--- src/rtl/arb_pkg.sv ---
package arb_pkg;

    // Why the registered owner was chosen.
    typedef enum logic [1:0] {
        WHY_NONE = 2'd0,   // nobody requested
        WHY_RANK = 2'd1,   // plain lowest-index selection
        WHY_HOLD = 2'd2    // a reservation kept the previous owner
    } arb_why_e;

    // Per-decision flags that travel alongside the owner index.
    typedef struct packed {
        logic     valid;
        logic     held;
        logic     preempt;
        arb_why_e why;
    } arb_flags_t;

    localparam arb_flags_t ARB_FLAGS_RESET = '{valid: 1'b0, held: 1'b0,
                                               preempt: 1'b0, why: WHY_NONE};

    // Width of an index into n masters, never below one bit.
    function automatic int unsigned arb_idx_w(input int unsigned n);
        return (n > 1) ? $clog2(n) : 1;
    endfunction

endpackage

--- src/rtl/arb_rank_pick.sv ---
module arb_rank_pick #(
    parameter int unsigned N_MASTERS = 4,
    localparam int unsigned IDX_W = arb_pkg::arb_idx_w(N_MASTERS)
) (
    input  logic [N_MASTERS-1:0] req_i,
    output logic                 any_o,
    output logic [IDX_W-1:0]     idx_o
);
    // Scan from the least important end so the lowest set index is left last.
    always_comb begin
        idx_o = '0;
        for (int i = N_MASTERS - 1; i >= 0; i--) begin
            if (req_i[i]) begin
                idx_o = IDX_W'(i);
            end
        end
    end

    assign any_o = |req_i;

endmodule

--- src/rtl/arb_hold_ctl.sv ---
module arb_hold_ctl
    import arb_pkg::*;
#(
    parameter int unsigned N_MASTERS = 4,
    localparam int unsigned IDX_W = arb_idx_w(N_MASTERS)
) (
    input  logic [N_MASTERS-1:0] req_i,
    input  logic [N_MASTERS-1:0] lock_i,
    input  arb_flags_t           cur_flags_i,
    input  logic [IDX_W-1:0]     cur_idx_i,
    output arb_flags_t           nxt_flags_o,
    output logic [IDX_W-1:0]     nxt_idx_o
);
    logic             rank_any;
    logic [IDX_W-1:0] rank_idx;
    logic             owner_asks;
    logic             keep_owner;

    arb_rank_pick #(.N_MASTERS(N_MASTERS)) u_rank (
        .req_i (req_i),
        .any_o (rank_any),
        .idx_o (rank_idx)
    );

    assign owner_asks = cur_flags_i.valid && req_i[cur_idx_i];
    assign keep_owner = cur_flags_i.held && owner_asks;

    always_comb begin
        nxt_flags_o = ARB_FLAGS_RESET;
        nxt_idx_o   = '0;
        if (keep_owner) begin
            nxt_idx_o         = cur_idx_i;
            nxt_flags_o.valid = 1'b1;
            nxt_flags_o.why   = WHY_HOLD;
        end else if (rank_any) begin
            nxt_idx_o         = rank_idx;
            nxt_flags_o.valid = 1'b1;
            nxt_flags_o.why   = WHY_RANK;
            // The owner is still asking but a better-ranked master took over.
            nxt_flags_o.preempt = owner_asks && (rank_idx != cur_idx_i);
        end
        // Only the winner's lock bit can reserve the next cycle.
        nxt_flags_o.held = nxt_flags_o.valid && lock_i[nxt_idx_o];
    end

endmodule

--- src/rtl/prio_lock_arbiter.sv ---
module prio_lock_arbiter
    import arb_pkg::*;
#(
    parameter int unsigned N_MASTERS = 4,
    localparam int unsigned IDX_W = arb_idx_w(N_MASTERS)
) (
    input  logic                 clk,
    input  logic                 rst,
    input  logic [N_MASTERS-1:0] req_i,
    input  logic [N_MASTERS-1:0] lock_i,
    output logic [N_MASTERS-1:0] gnt_o,
    output logic                 gnt_valid_o,
    output logic [IDX_W-1:0]     gnt_idx_o,
    output logic                 bus_held_o,
    output logic                 preempt_o
);
    arb_flags_t       flags_q, flags_d;
    logic [IDX_W-1:0] idx_q, idx_d;

    arb_hold_ctl #(.N_MASTERS(N_MASTERS)) u_ctl (
        .req_i       (req_i),
        .lock_i      (lock_i),
        .cur_flags_i (flags_q),
        .cur_idx_i   (idx_q),
        .nxt_flags_o (flags_d),
        .nxt_idx_o   (idx_d)
    );

    always_ff @(posedge clk) begin
        if (rst) begin
            flags_q <= ARB_FLAGS_RESET;
            idx_q   <= '0;
        end else begin
            flags_q <= flags_d;
            idx_q   <= idx_d;
        end
    end

    for (genvar g = 0; g < N_MASTERS; g++) begin : g_gnt
        assign gnt_o[g] = flags_q.valid && (idx_q == IDX_W'(g));
    end

    assign gnt_valid_o = flags_q.valid;
    assign gnt_idx_o   = idx_q;
    assign bus_held_o  = flags_q.held;
    assign preempt_o   = flags_q.preempt;


    gnt_onehot_chk: assert property (@(posedge clk) disable iff (rst)
        $onehot0(gnt_o) && (gnt_valid_o == (gnt_o != '0)));


    idle_no_grant_chk: assert property (@(posedge clk) disable iff (rst)
        (req_i == '0) |=> !gnt_valid_o);


    granted_requested_chk: assert property (@(posedge clk) disable iff (rst)
        gnt_valid_o |-> (($past(req_i) & gnt_o) != '0));


    hold_keep_chk: assert property (@(posedge clk) disable iff (rst)
        (bus_held_o && gnt_valid_o && ((req_i & gnt_o) != '0))
            |=> (gnt_valid_o && gnt_idx_o == $past(gnt_idx_o) && !preempt_o));


    hold_reason_chk: assert property (@(posedge clk) disable iff (rst)
        (flags_q.why == WHY_HOLD) |-> ($past(bus_held_o) && !preempt_o));


    preempt_rank_chk: assert property (@(posedge clk) disable iff (rst)
        preempt_o |-> ($past(gnt_valid_o) && gnt_valid_o
                       && gnt_idx_o < $past(gnt_idx_o)));

endmodule

--- config.mk ---
export PLATFORM = sky130hd
export DESIGN_NAME = prio_lock_arbiter
export DESIGN_NICKNAME = d
export VERILOG_FILES = /design/src/rtl/arb_pkg.sv /design/src/rtl/arb_rank_pick.sv /design/src/rtl/arb_hold_ctl.sv /design/src/rtl/prio_lock_arbiter.sv
export SDC_FILE = /design/constraint.sdc
export NUM_CORES = 1
export LEC_CHECK = 0
export BUFFER_PORTS_ARGS = -buffer_cell sky130_fd_sc_hd__buf_2
export CAP_MARGIN = 20
export CORE_AREA = 5 5 42 44
export CTS_CLUSTER_DIAMETER = 200
export DETAILED_ROUTE_END_ITERATION = 16
export DIE_AREA = 0 0 47 49
export GPL_TIMING_DRIVEN = 0
export PLACE_DENSITY = 0.64
export SLEW_MARGIN = 40
export SYNTH_ARGS = -nofsm -noshare
export SYNTH_HDL_FRONTEND = slang
export SYNTH_SLANG_ARGS = --single-unit
--- constraint.sdc ---
create_clock -name clk -period 4.65 [get_ports clk]
set_clock_uncertainty 0.1 [all_clocks]
set_input_delay 0.2325 -clock clk [delete_from_list [all_inputs] [get_ports clk]]
set_output_delay 0.2325 -clock clk [all_outputs]
set_load 0.005 [all_outputs]
After elaboration in Yosys (flattened, before gate mapping)
Index checks and enable logic that the tools add are counted.
Widths: inputs -> output; s select.

word-level totals
  word-level logic and storage cells = 34
  memories = 0
  bits of input ports = 10
  register bits = 5
  ROM bits = 0
  RAM bits = 0
  bits in latches = 0

operators by class
  equal/unequal tests = 4
  $add $sub $neg = 0
  divide/modulo/power cells = 0
  $mul = 0
  order comparisons = 2
  bitwise gates (word level) = 1
  mux-type cells = 12
  reduce and logical (&&, ||, !) cells = 11
  shifts and indexed selects = 0

operators by type and width
  kind                count
  $mux 2              6
  $logic_and 1x1->1   8
  $lt 2x3->1 const B  2
  $bmux 1 s2          2
  $eq 2x2->1 const B  2
  $mux 1              4
  $reduce_or 4->1     1
  $reduce_or 3->1     1
  $eq 2x1->1 const B  1
  $logic_not 2->1     1
  $ne 2x2->1          1
  $not 1->1           1

Longest topological paths before layout
  depth after elaboration = 9
  gate-level depth with buffers = 5

Cells and area by module
Synthesis repeated with hierarchy kept, for this count alone.

unflattened totals
  cell total of the unflattened synthesis = 55
  area, all modules = 467.9 um^2

by module, submodules not included
  module             times used  cells each  area an instance (um^2)  sequential area each (um^2)
  prio_lock_arbiter  1           18          221.5                    140.1
  arb_hold_ctl       1           30          211.5                    0.0
  arb_rank_pick      1           7           35.0                     0.0

Worst setup path after synthesis
Ideal clock, no wire load.

  path kind = reg2reg
  from = register idx_q[0] (netlist: gnt_idx_o[0])
  to = register flags_q (netlist bit bus_held_o)
  arrival time = 1.326 ns
  stages on the path, launching flop included = 6
  setup time = 0.117 ns
  data required time = 4.433 ns
  path slack = 3.107 ns
  path buffers = 1
  path through = dfxtp_1 -> buf_6 -> mux2i_2 -> o32ai_2 -> mux2_4 -> a22o_1

between the ends
  word-level cells in the longest chain between the ends = 8
  elaborated cells on any way between the ends = 9

ends and longest elaborated chain
  item                          RTL line                 source
  from (decl)                   prio_lock_arbiter.sv:18  logic [IDX_W-1:0] idx_q, idx_d;
  from (signal assigned)        prio_lock_arbiter.sv:35  idx_q <= idx_d;
  $bmux 1 s2                    arb_hold_ctl.sv:25       assign owner_asks = cur_flags_i.valid && req_i[cur_idx_i];
  $mux 1 (not written as such)  arb_hold_ctl.sv:25
  $logic_and 1x1->1             arb_hold_ctl.sv:25
  $logic_and 1x1->1             arb_hold_ctl.sv:26       assign keep_owner = cur_flags_i.held && owner_asks;
  $mux 2                        arb_hold_ctl.sv:31       if (keep_owner) begin
  $bmux 1 s2                    arb_hold_ctl.sv:43       nxt_flags_o.held = nxt_flags_o.valid && lock_i[nxt_idx_o];
  $mux 1 (not written as such)  arb_hold_ctl.sv:43
  $logic_and 1x1->1 *           arb_hold_ctl.sv:43
  to (signal assigned)          prio_lock_arbiter.sv:34  flags_q <= flags_d;
  to (decl)                     prio_lock_arbiter.sv:17  arb_flags_t flags_q, flags_d;

Mark *: on every way between the ends. The rest lies on a longest branch, timed or not. The select of a mux whose other input is x is not followed.
A chain may end at the register's enable or synchronous reset.

Final worst setup path
Ends and elaborated chain as after synthesis.

==> flow_summary.json <==
{
  "grt_overflow_total": 0,
  "cts.sinks": 5,
  "drt_pass1_iterations": 4,
  "hold_path.startpoint": "rst",
  "root_buffer": "clkbuf_4",
  "synth_async_sr_flop_share": 0,
  "ios": 19,
  "min_path_type": "input pin to register",
  "htreeDepth": 1,
  "worst_pin_slew_ps": 315,
  "synth_ff_type": "dfxtp_1",
  "nets": 72,
  "setup.worst_path.start_class": "register",
  "fin_crit_sh": 0.346,
  "worstPathRequired_ps": 4670,
  "path_cells": "buf_6 -> mux2i_2 -> o32ai_2 -> mux2_4 -> a22o_1",
  "setup-violations-final": 0,
  "rr_worst_depth": 5,
  "die_h_um": 49,
  "worstSkewPairLatency_ps": 230,
  "antenna_found_initial": 0,
  "syn_area_um2": 362,
  "max_freq_ghz": 0.621,
  "yosysMostFrequentCell": "dfxtp_1",
  "cts_tree": "yes",
  "grt_max_degree": 11,
  "fin_crit_ps": 1610,
  "drive_gt1_frac": 0.475,
  "crit_arrival_ps": 1630,
  "synth_top_area_cell": "dfxtp_1",
  "syn_to_final_growth_pct": 37.7,
  "critPathMaxFanout": 8,
  "postCtsSetupBuffers": 0,
  "yosysUniqueCellTypes": 26,
  "relSlewSlack": 0.790,
  "cap_violations": 0,
  "holdWs_ps": 209,
  "avgSynthCellArea_um2": 9.27,
  "synth_top_area_frac": 0.277,
  "drc": 0,
  "grt_pass1_wl_mm": 1.49,
  "synthesis.nets": 49,
  "hold_viol_final": 0,
  "die_area_um2": 2300,
  "start_util": 0.258,
  "finalMaxSlewViolations": 0,
  "endpoint_kind": "register",
  "cts-buffers-inserted": 3,
  "antenna_left": 0,
  "synth.top_cells.by_count": "5 x dfxtp_1, 4 x nor2_1, 3 x nor3b_1",
  "grtUsageTotal": 0.0860,
  "critical_path_cell_count": 5,
  "reg2reg_slack_ps": 3040,
  "yosys_warnings": 0,
  "synth_edf_count": 0,
  "peakVddDrop_mv": 0.195,
  "design.core.area_um2": 1400,
  "max_stage_delay_ps": 330,
  "rr_startpoint": "gnt_idx_o[0]",
  "syn_inst": 39,
  "power_density_nw_per_um2": 246,
  "grt_pass1_vias": 385,
  "tns_ps": 0,
  "ys_ff_latch": 5,
  "num_rows": 14,
  "drt_iter0_drc": 3,
  "final_util": 0.355,
  "cpMaxStageDelayCell": "dfxtp_1",
  "vias": 369,
  "ctsResizeCount": 0,
  "diodes": 0,
  "hold_buffers": 0,
  "wl_per_cell_um": 11.1,
  "p_leak_nw": 0.255,
  "dpl.hpwl_um": 717,
  "die_x_um": 47,
  "rsz0062_at_grt": "false",
  "fillers": 156,
  "port_buffers": 18,
  "status": "complete, no violations",
  "hold_depth": 3,
  "cts_max_path_buffers": 2,
  "critical_path_buf_inv_count": 1,
  "synthTopCellsByArea": "dfxtp_1 28%, mux2_2 6.2%, nor3b_1 6.2%",
  "wirelength_um": 856,
  "path_clk_slew_ps": 40,
  "setup.worst_path.start": "gnt_idx_o[0]",
  "gp_congestion": 0.733,
  "crit_family": "multiplexers",
  "worstSetupPathType": "register to register",
  "via_per_inst": 4.79,
  "synth-seq-area-share": 0.277
}
sequential cells by signal (all words and copies together) (netlist names):
register and count:
gnt_idx_o 2, bus_held_o 1, gnt_valid_o 1, preempt_o 1
worst paths after layout:
check                endpoint
setup / recovery   bus_held_o
hold / removal    gnt_valid_o
setup reg to reg   bus_held_o
hold reg to reg     preempt_o
placed cells by master, fill, tap and decap left out:
| cell type | n |
|---|---|
| buf_2 | 19 |
| dfxtp_1 | 5 |
| nor2_1 | 4 |
| nor3b_1 | 3 |
| clkbuf_4 | 3 |
| and3b_1 | 2 |
| nand2_1 | 2 |
| mux2i_1 | 2 |
| mux2_2 | 2 |
| buf_6 | 1 |
| and3_1 | 1 |
| mux2i_2 | 1 |
| nand3_1 | 1 |
| nor2b_1 | 1 |
| inv_1 | 1 |
| o221a_1 | 1 |
| a21o_1 | 1 |
| inv_2 | 1 |
| o21a_1 | 1 |
| o32ai_2 | 1 |
| mux2_4 | 1 |
| nor3_1 | 1 |
| a22o_1 | 1 |
| a32oi_1 | 1 |
| a21oi_1 | 1 |
| o211a_1 | 1 |
| and2_1 | 1 |
| clkbuf_1 | 1 |
routing by layer:
layer	vias up	track usage	share of wire
li1	191	-	-
met5	-	0	0
met1	166	0.0969	0.42
met4	0	0.0461	0
met2	12	0.136	0.50
met3	0	0.0295	0.077
metrics by stage:
| step | instance area [um2] | setup slack, ps | instances | total power [mW] |
|---|---|---|---|---|
| 2_1_floorplan | 362 | 3110 | 39 | 0.0647 |
| 3_3_place_gp | 472 | 3050 | 73 | 0.0757 |
| 3_5_place_dp | 472 | 3040 | 73 | 0.0763 |
| 4_1_cts | 498 | 3030 | 77 | 0.125 |
| 5_1_grt | 498 | 2960 | 77 | 0.134 |
| 6_report | 498 | 3040 | 77 | 0.123 |
worst min-delay path, cell delays in order:
cell and delay (ps):
buf_2 80, a21o_1 130, inv_2 50
final cells by class:
class	instances	area, um2	area share
well taps	16	20.0	0.0402
inverters	2	7.51	0.0151
flip-flops and latches	5	100	0.201
multi-input cells	30	238	0.477
repair buffers	18	90.1	0.181
clock buffers	4	26.3	0.0528
plain buffers	2	16.3	0.0327
power breakdown:
group	leakage [nW]	switching, mW	internal (mW)
logic	0.199	0.0126	0.0152
clock network	0.0150	0.0152	0.0323
registers	0.0412	0.00208	0.0454
total	0.255	0.0299	0.0929
logic make-up (layout without fill, tap and decap cells):
group,after synthesis,after routing,share of synthesized area
AOI/OAI and AO/OA,8,8,0.208
buffers and inverters,4,26,0.0657
DFF,5,5,0.277
muxes,6,6,0.197
and+or+nand+nor,16,16,0.253
Power figures use the tool's default switching activity.
